$ cat config.mk
export PLATFORM = sky130hd
export DESIGN_NAME = gf2div_serial
export DESIGN_NICKNAME = d
export VERILOG_FILES = /design/src/rtl/gf2div_pkg.sv /design/src/rtl/gf2div_stage.sv /design/src/rtl/gf2div_ctrl.sv /design/src/rtl/gf2div_serial.sv
export SDC_FILE = /design/constraint.sdc
export NUM_CORES = 1
export LEC_CHECK = 0
export BUFFER_PORTS_ARGS = -buffer_cell sky130_fd_sc_hd__buf_2
export CORE_MARGIN = 2
export CORE_UTILIZATION = 50
export CTS_CLUSTER_SIZE = 10
export DETAILED_ROUTE_END_ITERATION = 8
export PLACE_DENSITY = 0.81
export SLEW_MARGIN = 5
export SYNTH_ARGS = -nofsm -noshare
export SYNTH_HDL_FRONTEND = slang
export SYNTH_SLANG_ARGS = --single-unit
$ cat constraint.sdc
create_clock -name clk -period 1.35 [get_ports clk]
set_input_delay 0.27 -clock clk [delete_from_list [all_inputs] [get_ports clk]]
set_output_delay 0.27 -clock clk [all_outputs]
set_load 0.02 [all_outputs]
$ cat src/rtl/gf2div_pkg.sv
package gf2div_pkg;
    typedef enum logic [1:0] {
        ST_IDLE   = 2'd0,
        ST_FILL   = 2'd1,
        ST_DIVIDE = 2'd2,
        ST_HOLD   = 2'd3
    } div_state_t;
endpackage

$ cat src/rtl/gf2div_stage.sv
module gf2div_stage (
    input  logic clk,
    input  logic clr,
    input  logic en,
    input  logic fb_en,
    input  logic d_in,
    input  logic q_fb,
    input  logic tap,
    output logic r
);
    always_ff @(posedge clk) begin
        if (clr) begin
            r <= 1'b0;
        end else if (en) begin
            r <= d_in ^ (fb_en & q_fb & tap);
        end
    end
endmodule

$ cat src/rtl/gf2div_ctrl.sv
module gf2div_ctrl
    import gf2div_pkg::*;
#(
    parameter int DEG_A = 9,
    parameter int DEG_B = 5
) (
    input  logic clk,
    input  logic clr,
    input  logic in_valid,
    input  logic shift_out,
    input  logic msb,
    output logic step,
    output logic fb_en,
    output logic shift_en,
    output logic holding,
    output logic q_valid,
    output logic q_bit,
    output logic done
);
    localparam int CW = $clog2(DEG_A + 2);
    localparam logic [CW-1:0] LAST_IDX = CW'(DEG_A);
    localparam logic [CW-1:0] FILL_LEN = CW'(DEG_B);

    div_state_t state, nxt;
    logic [CW-1:0] cnt;
    logic          is_last;
    logic          will_fill;

    assign is_last   = (cnt == LAST_IDX);
    assign will_fill = ((cnt + 1'b1) >= FILL_LEN);

    // state register
    always_ff @(posedge clk) begin
        if (clr) begin
            state <= ST_IDLE;
        end else begin
            state <= nxt;
        end
    end

    // accepted-coefficient counter
    always_ff @(posedge clk) begin
        if (clr) begin
            cnt <= '0;
        end else if (step) begin
            cnt <= cnt + 1'b1;
        end
    end

    // transitions
    always_comb begin
        nxt = state;
        unique case (state)
            ST_IDLE, ST_FILL, ST_DIVIDE: begin
                if (in_valid) begin
                    if (is_last)        nxt = ST_HOLD;
                    else if (will_fill) nxt = ST_DIVIDE;
                    else                nxt = ST_FILL;
                end
            end
            ST_HOLD: nxt = ST_HOLD;
            default: nxt = ST_IDLE;
        endcase
    end

    // decoded controls
    always_comb begin
        holding  = (state == ST_HOLD);
        step     = in_valid && !holding;
        fb_en    = !holding;
        shift_en = holding && shift_out;
    end

    // registered outputs
    always_ff @(posedge clk) begin
        if (clr) begin
            q_valid <= 1'b0;
            q_bit   <= 1'b0;
            done    <= 1'b0;
        end else begin
            q_valid <= step && (cnt >= FILL_LEN);
            q_bit   <= msb;
            done    <= step && is_last;
        end
    end
endmodule

$ cat src/rtl/gf2div_serial.sv
module gf2div_serial #(
    parameter int DEG_A = 9,
    parameter int DEG_B = 5
) (
    input  logic             clk,
    input  logic             clr,
    input  logic [DEG_B-1:0] b_coef,
    input  logic             in_valid,
    input  logic             in_bit,
    input  logic             shift_out,
    output logic             q_valid,
    output logic             q_bit,
    output logic             done,
    output logic [DEG_B-1:0] rem,
    output logic             rem_bit
);
    logic [DEG_B-1:0] r;
    logic step, fb_en, shift_en, holding, stage_en, head;

    gf2div_ctrl #(.DEG_A(DEG_A), .DEG_B(DEG_B)) ctrl_i (
        .clk(clk), .clr(clr), .in_valid(in_valid), .shift_out(shift_out),
        .msb(r[DEG_B-1]), .step(step), .fb_en(fb_en), .shift_en(shift_en),
        .holding(holding), .q_valid(q_valid), .q_bit(q_bit), .done(done)
    );

    assign stage_en = step | shift_en;
    assign head     = in_bit & fb_en;

    for (genvar j = 0; j < DEG_B; j++) begin : g_stage
        logic d_in;
        if (j == 0) begin : g_head
            assign d_in = head;
        end else begin : g_body
            assign d_in = r[j-1];
        end
        gf2div_stage stage_i (
            .clk(clk), .clr(clr), .en(stage_en), .fb_en(fb_en),
            .d_in(d_in), .q_fb(r[DEG_B-1]), .tap(b_coef[j]), .r(r[j])
        );
    end

    assign rem     = r;
    assign rem_bit = r[DEG_B-1];
endmodule

==> results of run 1 <==
==> worst max-delay path: stages, from the launching register on <==
cell and delay, ns:
dfxtp_1 0.36, and3_2 0.26, or2_2 0.34, a311oi_1 0.24
==> where the power goes <==
group	switching, W	leakage [nW]	internal [W]
Combinational	0.0000972	0.257	0.0000785
Sequential	0.0000219	0.116	0.000437
Clock	0.000146	0.0210	0.000164
==> sequential cells by signal (all words and copies together), names as in the netlist <==
register,flops
ctrl_i.done,1
ctrl_i.q_valid,1
g_stage.stage_i.r,5
ctrl_i.cnt,4
ctrl_i.state,2
ctrl_i.q_bit,1
==> worst max path at each step <==
| stage | endpoint | startpoint | slack (ns) |
|---|---|---|---|
| 3_5_place_dp | ctrl_i.state[1] | ctrl_i.cnt[1] | 0.04 |
| 3_3_place_gp | g_stage[1].stage_i.r | shift_out | 0.11 |
| 6_report | g_stage[3].stage_i.r | ctrl_i.state[0] | 0.07 |
| 2_1_floorplan | g_stage[4].stage_i.r | g_stage[4].stage_i.r | 0.07 |
| 4_1_cts | ctrl_i.state[1] | ctrl_i.cnt[1] | 0.02 |
| 5_1_grt | g_stage[1].stage_i.r | ctrl_i.state[1] | 0.01 |
==> stage by stage <==
step                power (W)  utilization (%)  hold WS [ns]
floorplan           0.0005940                -        0.3347
global placement    0.0006333            57.99        0.4905
detailed placement  0.0006418            57.99        0.5150
CTS                 0.0009494            60.46        0.2778
global route        0.0009865            60.97        0.2820
finish              0.0009454            60.97        0.2851
==> layout make-up <==
cell class                 count  share of cell area, %
tap                           16                  2.232
inverter                       7                  2.929
clock buffer                   4                  4.045
timing repair buffer          23                  14.23
sequential                    14                  31.52
multi-input combinational     59                  45.05
==> cell usage in the layout, fill, tap and decap left out, types with 2 or more instances in the layout <==
| master | n |
|---|---|
| o21ai_1 | 2 |
| nand2_1 | 5 |
| dfxtp_2 | 2 |
| nand3_1 | 2 |
| clkbuf_4 | 3 |
| ha_1 | 4 |
| dfxtp_1 | 12 |
| a311oi_1 | 4 |
| or3_1 | 5 |
| a21oi_1 | 6 |
| nand3b_1 | 3 |
| buf_4 | 5 |
| nor2_1 | 3 |
| buf_2 | 18 |
| inv_2 | 5 |
| inv_1 | 2 |
| o21ai_0 | 4 |
| nor3_1 | 6 |
==> kinds of logic (layout without fill, tap and decap cells) <==
family | after synthesis | in the layout | share of synthesized area [%]
flops | 14 | 14 | 36.96
fa+ha+maj | 4 | 4 | 6.601
simple gates | 29 | 29 | 21.12
compound gates | 26 | 26 | 24.76
buf+inv | 14 | 34 | 10.56
==> per-layer routing <==
layer	up-vias	GRT usage (%)
li1	346	-
met1	299	20.00
met2	23	29.39
met3	5	5.106
met4	0	7.273
met5	-	0
==> run summary, run 1 <==
run status -> finished clean
Rel. slew slack -> 82.66%
Post-synth top cells -> 14 x dfxtp_1, 6 x a21oi_1, 6 x nor3_1
clock skew -> 0.002935 ns
Worst Hold Class -> input port to flip-flop
CTS tree -> built
global-route wire length before repair -> 2352 microns
RSZ-0062 raised after global routing -> false
initial antenna violation count -> 0
cts hold-fix bufs -> 0
mapped cell area -> 758.2 sq um
min-delay src -> in_valid
Slew @ Worst Pin -> 0.2600 ns
largest net degree at the start of global routing -> 15
vias in the first global route -> 586
asr flop ratio synth -> 0%
placed insts -> 119
post-CTS resize count -> 0
routed metal-1 wirelength -> 627 microns
final worst slack -> 0.07224 ns
initial drt markers -> 20
cells after synthesis -> 87
clock sink count -> 14
share of cells above drive strength 1 -> 37.38%
layout overhead on the synthesized area -> 18.32%
final instance area -> 897.1 sq um
postcts setup bufs -> 0
reg2reg end -> g_stage[3].stage_i.r
total track usage -> 17.28%
Syn. warnings -> 0
final setup vio count -> 0
htree depth -> 1
DR vias/cell -> 5.472
GR Overflow Total -> 0
# DRC -> 0
Reg2Reg Launch Point -> ctrl_i.state[0]
Worst Hold End -> ctrl_i.state[1]
Area contributors post-synth -> dfxtp_1 37%, ha_1 6.6%, a311oi_1 5.8%
max-slew violation count -> 0
Final Wtd Congestion -> 0.7801
cell taking the most area after synthesis -> dfxtp_1
register-to-register setup slack -> 0.07 ns
antenna viol nets, final -> 0
CP arrival -> 1.48 ns
minimum clock period -> 1.278 ns
top sig layer -> met4
syn_area_per_cell -> 8.715 sq um
dpl hpwl -> 1130 microns
Wirelength per Cell -> 12.23 microns
clk buf depth -> 2
I/O pin total -> 19
die height -> 42.94 microns
Register Area -> 282.8 sq um
Final Cycle Share -> 94.65%
syn nets -> 101
Worst EP required -> 1.55 ns
number of fill cells -> 134
vias -> 673
Clock Root Buffer -> clkbuf_4
CTS Buf Count -> 3
Core ar. -> 1471 sq um
clk_lat worst skew -> 0.29 ns
Peak Freq -> 782.6 MHz
most numerous cell in the Yosys netlist -> dfxtp_1
Met3 Wirelength -> 106 microns
fin cells -> 123
Placement Cell Area -> 853.3 sq um
final wirelength -> 1504 microns
endpoint type of the worst setup path -> flip-flop
Max FO, Critical Path -> 6
DR WL met2 -> 739 microns
Distinct cells, synth -> 31
1st-pass router iterations -> 4
Clk pin slew, worst setup/hold paths -> 0.09 ns
Crit Path Class -> flip-flop to flip-flop
Hold Crit Depth -> 3
Total Die Area -> 1844 sq um
nets -> 122
Seq/Total Area, Yosys -> 36.96%
Synth Flop Type -> dfxtp_1
Die Wd -> 42.94 microns
I/O Buffers -> 18
reg2reg path depth -> 3
top cell type's share of synthesized area -> 36.96%
Diodes inserted -> 0
Setup WS pre-CTS -> 0.04188 ns
number of synthesized register bits -> 14
Max VDD drop -> 0.5019 mV
P_leak -> 0.3939 nW
multi-input gate area in the final layout -> 404.1 sq um
maxcap violations -> 0
Worst setup SP type -> flip-flop
Initial Util -> 51.53%
setup TNS -> 0 ns
Pwr Density -> 1054 nW/um^2
number of synthesized flops with an enable pin -> 0
final hold viol count -> 0
Rows -> 14
(Power assumes the default switching activity.)
==> inputs of run 2 (changes only) <==
SYNTH_HIERARCHICAL = 1   (was not set)
==> run 2 against run 1 <==
  * Clock-buffer cell count down 1
  * Setup slack about the same
  * Clock skew about the same
  * Core utilization up 3.9 points
  * Worst hold slack better by 0.062 ns
  * First-iteration DRC count down 50%
  * Synthesized cell count down 5.7%
  * Maximum frequency about the same
  * Via count down 8.2%
  * Critical path type unchanged
==> run summary, run 2 <==
Crit path buffers/inverters -> 1
layout overhead on the synthesized area -> 16.92%
max-slew violation count -> 0
most frequent cells in the layout -> 18 x buf_2, 12 x dfxtp_1, 8 x nor2_1
mapped cell area -> 739.5 sq um
Peak Freq -> 782.6 MHz
Initial Util -> 55.44%
CTS Buf Count -> 3
Syn. warnings -> 6
initial drt markers -> 10
cts hold-fix bufs -> 0
GR Overflow Total -> 0
dpl hpwl -> 1005 microns
most used routing layer -> met2
Worst Hold Class -> input port to flip-flop
met2 Usage GRT -> 28.00%
final hold viol count -> 0
P_leak -> 0.3805 nW
Clk pin slew, worst setup/hold paths -> 0.07 ns
Final Cycle Share -> 94.65%
clock sink count -> 14
nets -> 117
vias -> 618
final instance area -> 864.6 sq um
clock skew -> 0.002753 ns
share of cells above drive strength 1 -> 33.66%
Top Family by Delay on Critical Path -> compound AO/OA/AOI/OAI gates
total track usage -> 16.62%
syn nets -> 96
most common cell after layout, fill and taps aside -> buf_2
final setup vio count -> 0
Rel. slew slack -> 79.62%
Max VDD drop -> 0.6660 mV
Final Wtd Congestion -> 0.7263
antenna viol nets, final -> 0
clk buf depth -> 2
Diodes inserted -> 0
CP max stage cell -> dfxtp_2
CTS tree -> built
syn_area_per_cell -> 9.018 sq um
CP max stage delay -> 0.34 ns
Power Total -> 0.0008706 W
Cell Chain, Critical Path -> buf_4, a21bo_1, a41o_1, a311oi_2
minimum clock period -> 1.278 ns
1st-pass router iterations -> 4
DR vias/cell -> 5.328
max reg flops -> 5
Clock Root Buffer -> clkbuf_4
die height -> 42.46 microns
Max FO, Critical Path -> 4
grt met1 use -> 16.67%
initial antenna violation count -> 0
RSZ-0062 raised after global routing -> false
vias in the first global route -> 551
htree depth -> 1
Core ar. -> 1334 sq um
Crit Path Class -> flip-flop to flip-flop
top flop regs -> g_stage.stage_i/r (5), ctrl_i/cnt (4), ctrl_i/state (2)
Biggest register -> g_stage.stage_i/r
Util after Layout -> 64.82%
maxcap violations -> 0
largest net degree at the start of global routing -> 15
endpoint type of the worst setup path -> flip-flop
met3 Track Usage GR -> 7.759%
Placement Cell Area -> 837.1 sq um
# DRC -> 0
Slew @ Worst Pin -> 0.3057 ns
clk_lat worst skew -> 0.28 ns
final wirelength -> 1294 microns
global-route wire length before repair -> 2180 microns
Wirelength per Cell -> 11.16 microns
Worst EP required -> 1.54 ns
Die Wd -> 42.46 microns
cells after synthesis -> 82
CP arrival -> 1.47 ns
Total Die Area -> 1802 sq um
I/O pin total -> 19
Rows -> 13
Worst setup SP type -> flip-flop
run status -> finished clean
Pwr Density -> 1007 nW/um^2
I/O Buffers -> 18
==> run 2: metrics by stage <==
step                      instances  hold WS (ns)  setup TNS (ns)  setup WS [ns]
after floorplan                  82        0.3346               0        0.01220
after global placement          113        0.4841               0        0.04070
after detailed placement        113        0.4908        -0.09023       -0.03691
after CTS                       116        0.3496               0        0.01423
after global routing            116        0.3439               0        0.01440
final                           116        0.3471               0        0.07217
==> run 2: area by class of cell <==
type | instances | area [sq um]
clock buffers | 3 | 22.52
fillers | 121 | 469.2
inverters | 4 | 15.01
multi-input cells | 58 | 405.4
flip-flops and latches | 14 | 282.8
well taps | 15 | 18.77
repair buffers | 22 | 120.1
==> run 2: path summary, 6_finish.rpt <==
kind,slack (ns),endpoint,startpoint,cells after the start
worst max register to register,0.07,ctrl_i/state[1],ctrl_i/cnt[1],4
worst min register to register,0.48,ctrl_i/cnt[0],ctrl_i/cnt[0],2
worst min-delay path,0.35,ctrl_i/state[1],in_valid,3
worst max-delay path,0.07,ctrl_i/state[1],ctrl_i/cnt[1],4
==> run 2: worst register-to-register path, stage by stage, from the launching register on <==
cell and delay (ns):
dfxtp_2 0.34, buf_4 0.14, a21bo_1 0.18, a41o_1 0.26, a311oi_2 0.27
==> run 2: report_power, final <==
part / total [W] / switching, W / leakage, nW / internal (W)
Sequential: 0.000463 / 0.0000246 / 0.116 / 0.000439
Clock: 0.000227 / 0.000123 / 0.0138 / 0.000104
Combinational: 0.000180 / 0.000102 / 0.251 / 0.0000781
Total: 0.000871 / 0.000250 / 0.380 / 0.000620
==> run 2: metal layers <==
metal / share of wire [%] / wire, microns / vias up
li1: - / - / 320
met1: 42 / 549 / 278
met2: 49 / 633 / 16
met3: 6.3 / 82 / 4
met4: 2.2 / 29 / 0
met5: 0 / 0 / -
==> run 2: repair_timing <==
| item | 4_1_cts | 5_1_grt |
|---|---|---|
| resized for setup | 0 | 3 |
| endpoints found under the setup margin | 0 | 6 |
| setup buffers | 0 | 0 |
==> inputs of run 3 (changes only) <==
CORE_UTILIZATION = 54   (was 50)
PLACE_DENSITY = 0.86   (was 0.81)
SETUP_SLACK_MARGIN = 0.4   (was not set)
clock period = 1.5 ns   (was 1.35 ns; I/O delays follow)
==> run 3 against run 2 <==
  * Total power increased by 7.9%
  * Non-clock buffer count increased by 9
  * Sequential cell count unchanged
  * Critical path depth increased by 1
  * Cell count increased by 9.5%
  * Setup slack improved by 0.25 ns
  * Via count increased by 11%
  * Critical path type unchanged
  * Die area decreased by 6.7%
  * Clock power increased by 20%
==> run summary, run 3 (synthesis gave the netlist of run 2 again) <==
CTS tree -> built
most common cell after layout, fill and taps aside -> buf_4
I/O pin total -> 19
vias in the first global route -> 660
Util after Layout -> 84.62%
Worst Hold Class -> input port to flip-flop
global-route wire length before repair -> 2856 microns
clock skew -> 0.001248 ns
htree depth -> 1
final setup vio count -> 0
largest net degree at the start of global routing -> 15
Clock Root Buffer -> clkbuf_4
fin cells -> 127
minimum clock period -> 1.179 ns
Max VDD drop -> 0.9147 mV
Top Family by Delay on Critical Path -> compound AO/OA/AOI/OAI gates
GR Overflow Total -> 0
placed insts -> 109
CP max stage cell -> dfxtp_4
die height -> 41.01 microns
hold slack final -> 0.3370 ns
Biggest register -> g_stage.stage_i/r
Diodes inserted -> 0
vias -> 688
share of cells above drive strength 1 -> 61.61%
CTS Buf Count -> 3
Cell Chain, Critical Path -> inv_4, ha_4, a211oi_2, a41o_1, a311oi_2
final wirelength -> 1779 microns
number of fill cells -> 69
Worst EP required -> 1.67 ns
CP max stage delay -> 0.42 ns
Rows -> 13
Crit Path Class -> flip-flop to flip-flop
Clk pin slew, worst setup/hold paths -> 0.08 ns
clk_lat worst skew -> 0.28 ns
1st-pass router iterations -> 4
Wirelength per Cell -> 14.01 microns
endpoint type of the worst setup path -> flip-flop
clock sink count -> 14
RSZ-0062 raised after global routing -> true
Final Cycle Share -> 78.57%
Placement Cell Area -> 874.6 sq um
Peak Freq -> 848.5 MHz
Rel. slew slack -> 77.82%
Final Wtd Congestion -> 0.8011
P_leak -> 0.4476 nW
maxcap violations -> 0
max-slew violation count -> 0
final hold viol count -> 0
Slew @ Worst Pin -> 0.3327 ns
Max FO, Critical Path -> 6
dpl hpwl -> 1122 microns
total track usage -> 27.18%
clk buf depth -> 2
Core ar. -> 1285 sq um
initial drt markers -> 25
initial antenna violation count -> 0
I/O Buffers -> 18
Initial Util -> 57.55%
nets -> 127
cts hold-fix bufs -> 0
antenna viol nets, final -> 0
max reg flops -> 5
Worst setup SP type -> flip-flop
setup TNS -> 0 ns
Pwr Density -> 864.0 nW/um^2
final instance area -> 1087 sq um
most frequent cells in the layout -> 16 x buf_4, 12 x buf_2, 6 x a211oi_2, 6 x nand3_1
DR vias/cell -> 5.417
layout overhead on the synthesized area -> 47.04%
# DRC -> 0
top flop regs -> g_stage.stage_i/r (5), ctrl_i/cnt (4), ctrl_i/state (2)
CP arrival -> 1.34 ns
Die Wd -> 41.01 microns
Total Die Area -> 1681 sq um
run status -> finished clean
Crit path buffers/inverters -> 1
[run 3: area by class of cell]
class / count / area [sq um] / area share [%]
well taps: 15 / 18.77 / 1.726
clock buffers: 4 / 36.28 / 3.337
repair buffers: 31 / 214.0 / 19.68
inverters: 4 / 22.52 / 2.071
flip-flops and latches: 14 / 305.3 / 28.08
multi-input cells: 59 / 490.5 / 45.11
[run 3: tightest hold or removal path, cell delays in order]
cell and delay (ns):
buf_2 0.11, nor2_1 0.12, a311oi_2 0.06
[run 3: power by group]
part,internal [W],leakage [nW],switching (W),total (W)
logic,0.000123,0.307,0.000119,0.000242
clock network,0.000148,0.0210,0.000125,0.000273
registers,0.000395,0.120,0.0000289,0.000424
total,0.000666,0.448,0.000273,0.000939
[run 3: routing by layer]
layer | wire length (microns) | track usage [%]
met4 | 14 | 10.83
met1 | 773 | 29.43
met2 | 916 | 49.22
met3 | 74 | 7.065
met5 | 0 | 0
[run 3: metrics by stage]
stage / setup WS, ns / total power (W)
after floorplan: 0.3741 / 0.0005672
after global placement: 0.2104 / 0.0005953
after detailed placement: 0.1746 / 0.0006027
after CTS: 0.3230 / 0.0009217
after global routing: 0.2699 / 0.0009807
final: 0.3214 / 0.0009395
[run 3: final timing paths]
| path | startpoint | end | slack [ns] | depth (start not counted) |
|---|---|---|---|---|
| max | ctrl_i/cnt[0] | ctrl_i/state[1] | 0.32 | 5 |
| min | in_valid | ctrl_i/state[1] | 0.34 | 3 |
| max reg2reg | ctrl_i/cnt[0] | ctrl_i/state[1] | 0.32 | 5 |
| min reg2reg | ctrl_i/cnt[0] | ctrl_i/cnt[0] | 0.54 | 2 |
[run 3: what timing repair did]
item / in CTS / in global routing
gates cloned: 1 / 0
setup buffers: 11 / 2
pin swaps: 9 / 8
hold endpoints to repair: 0 / 0
gates resized for setup: 15 / 11
setup endpoints to repair: 16 / 15
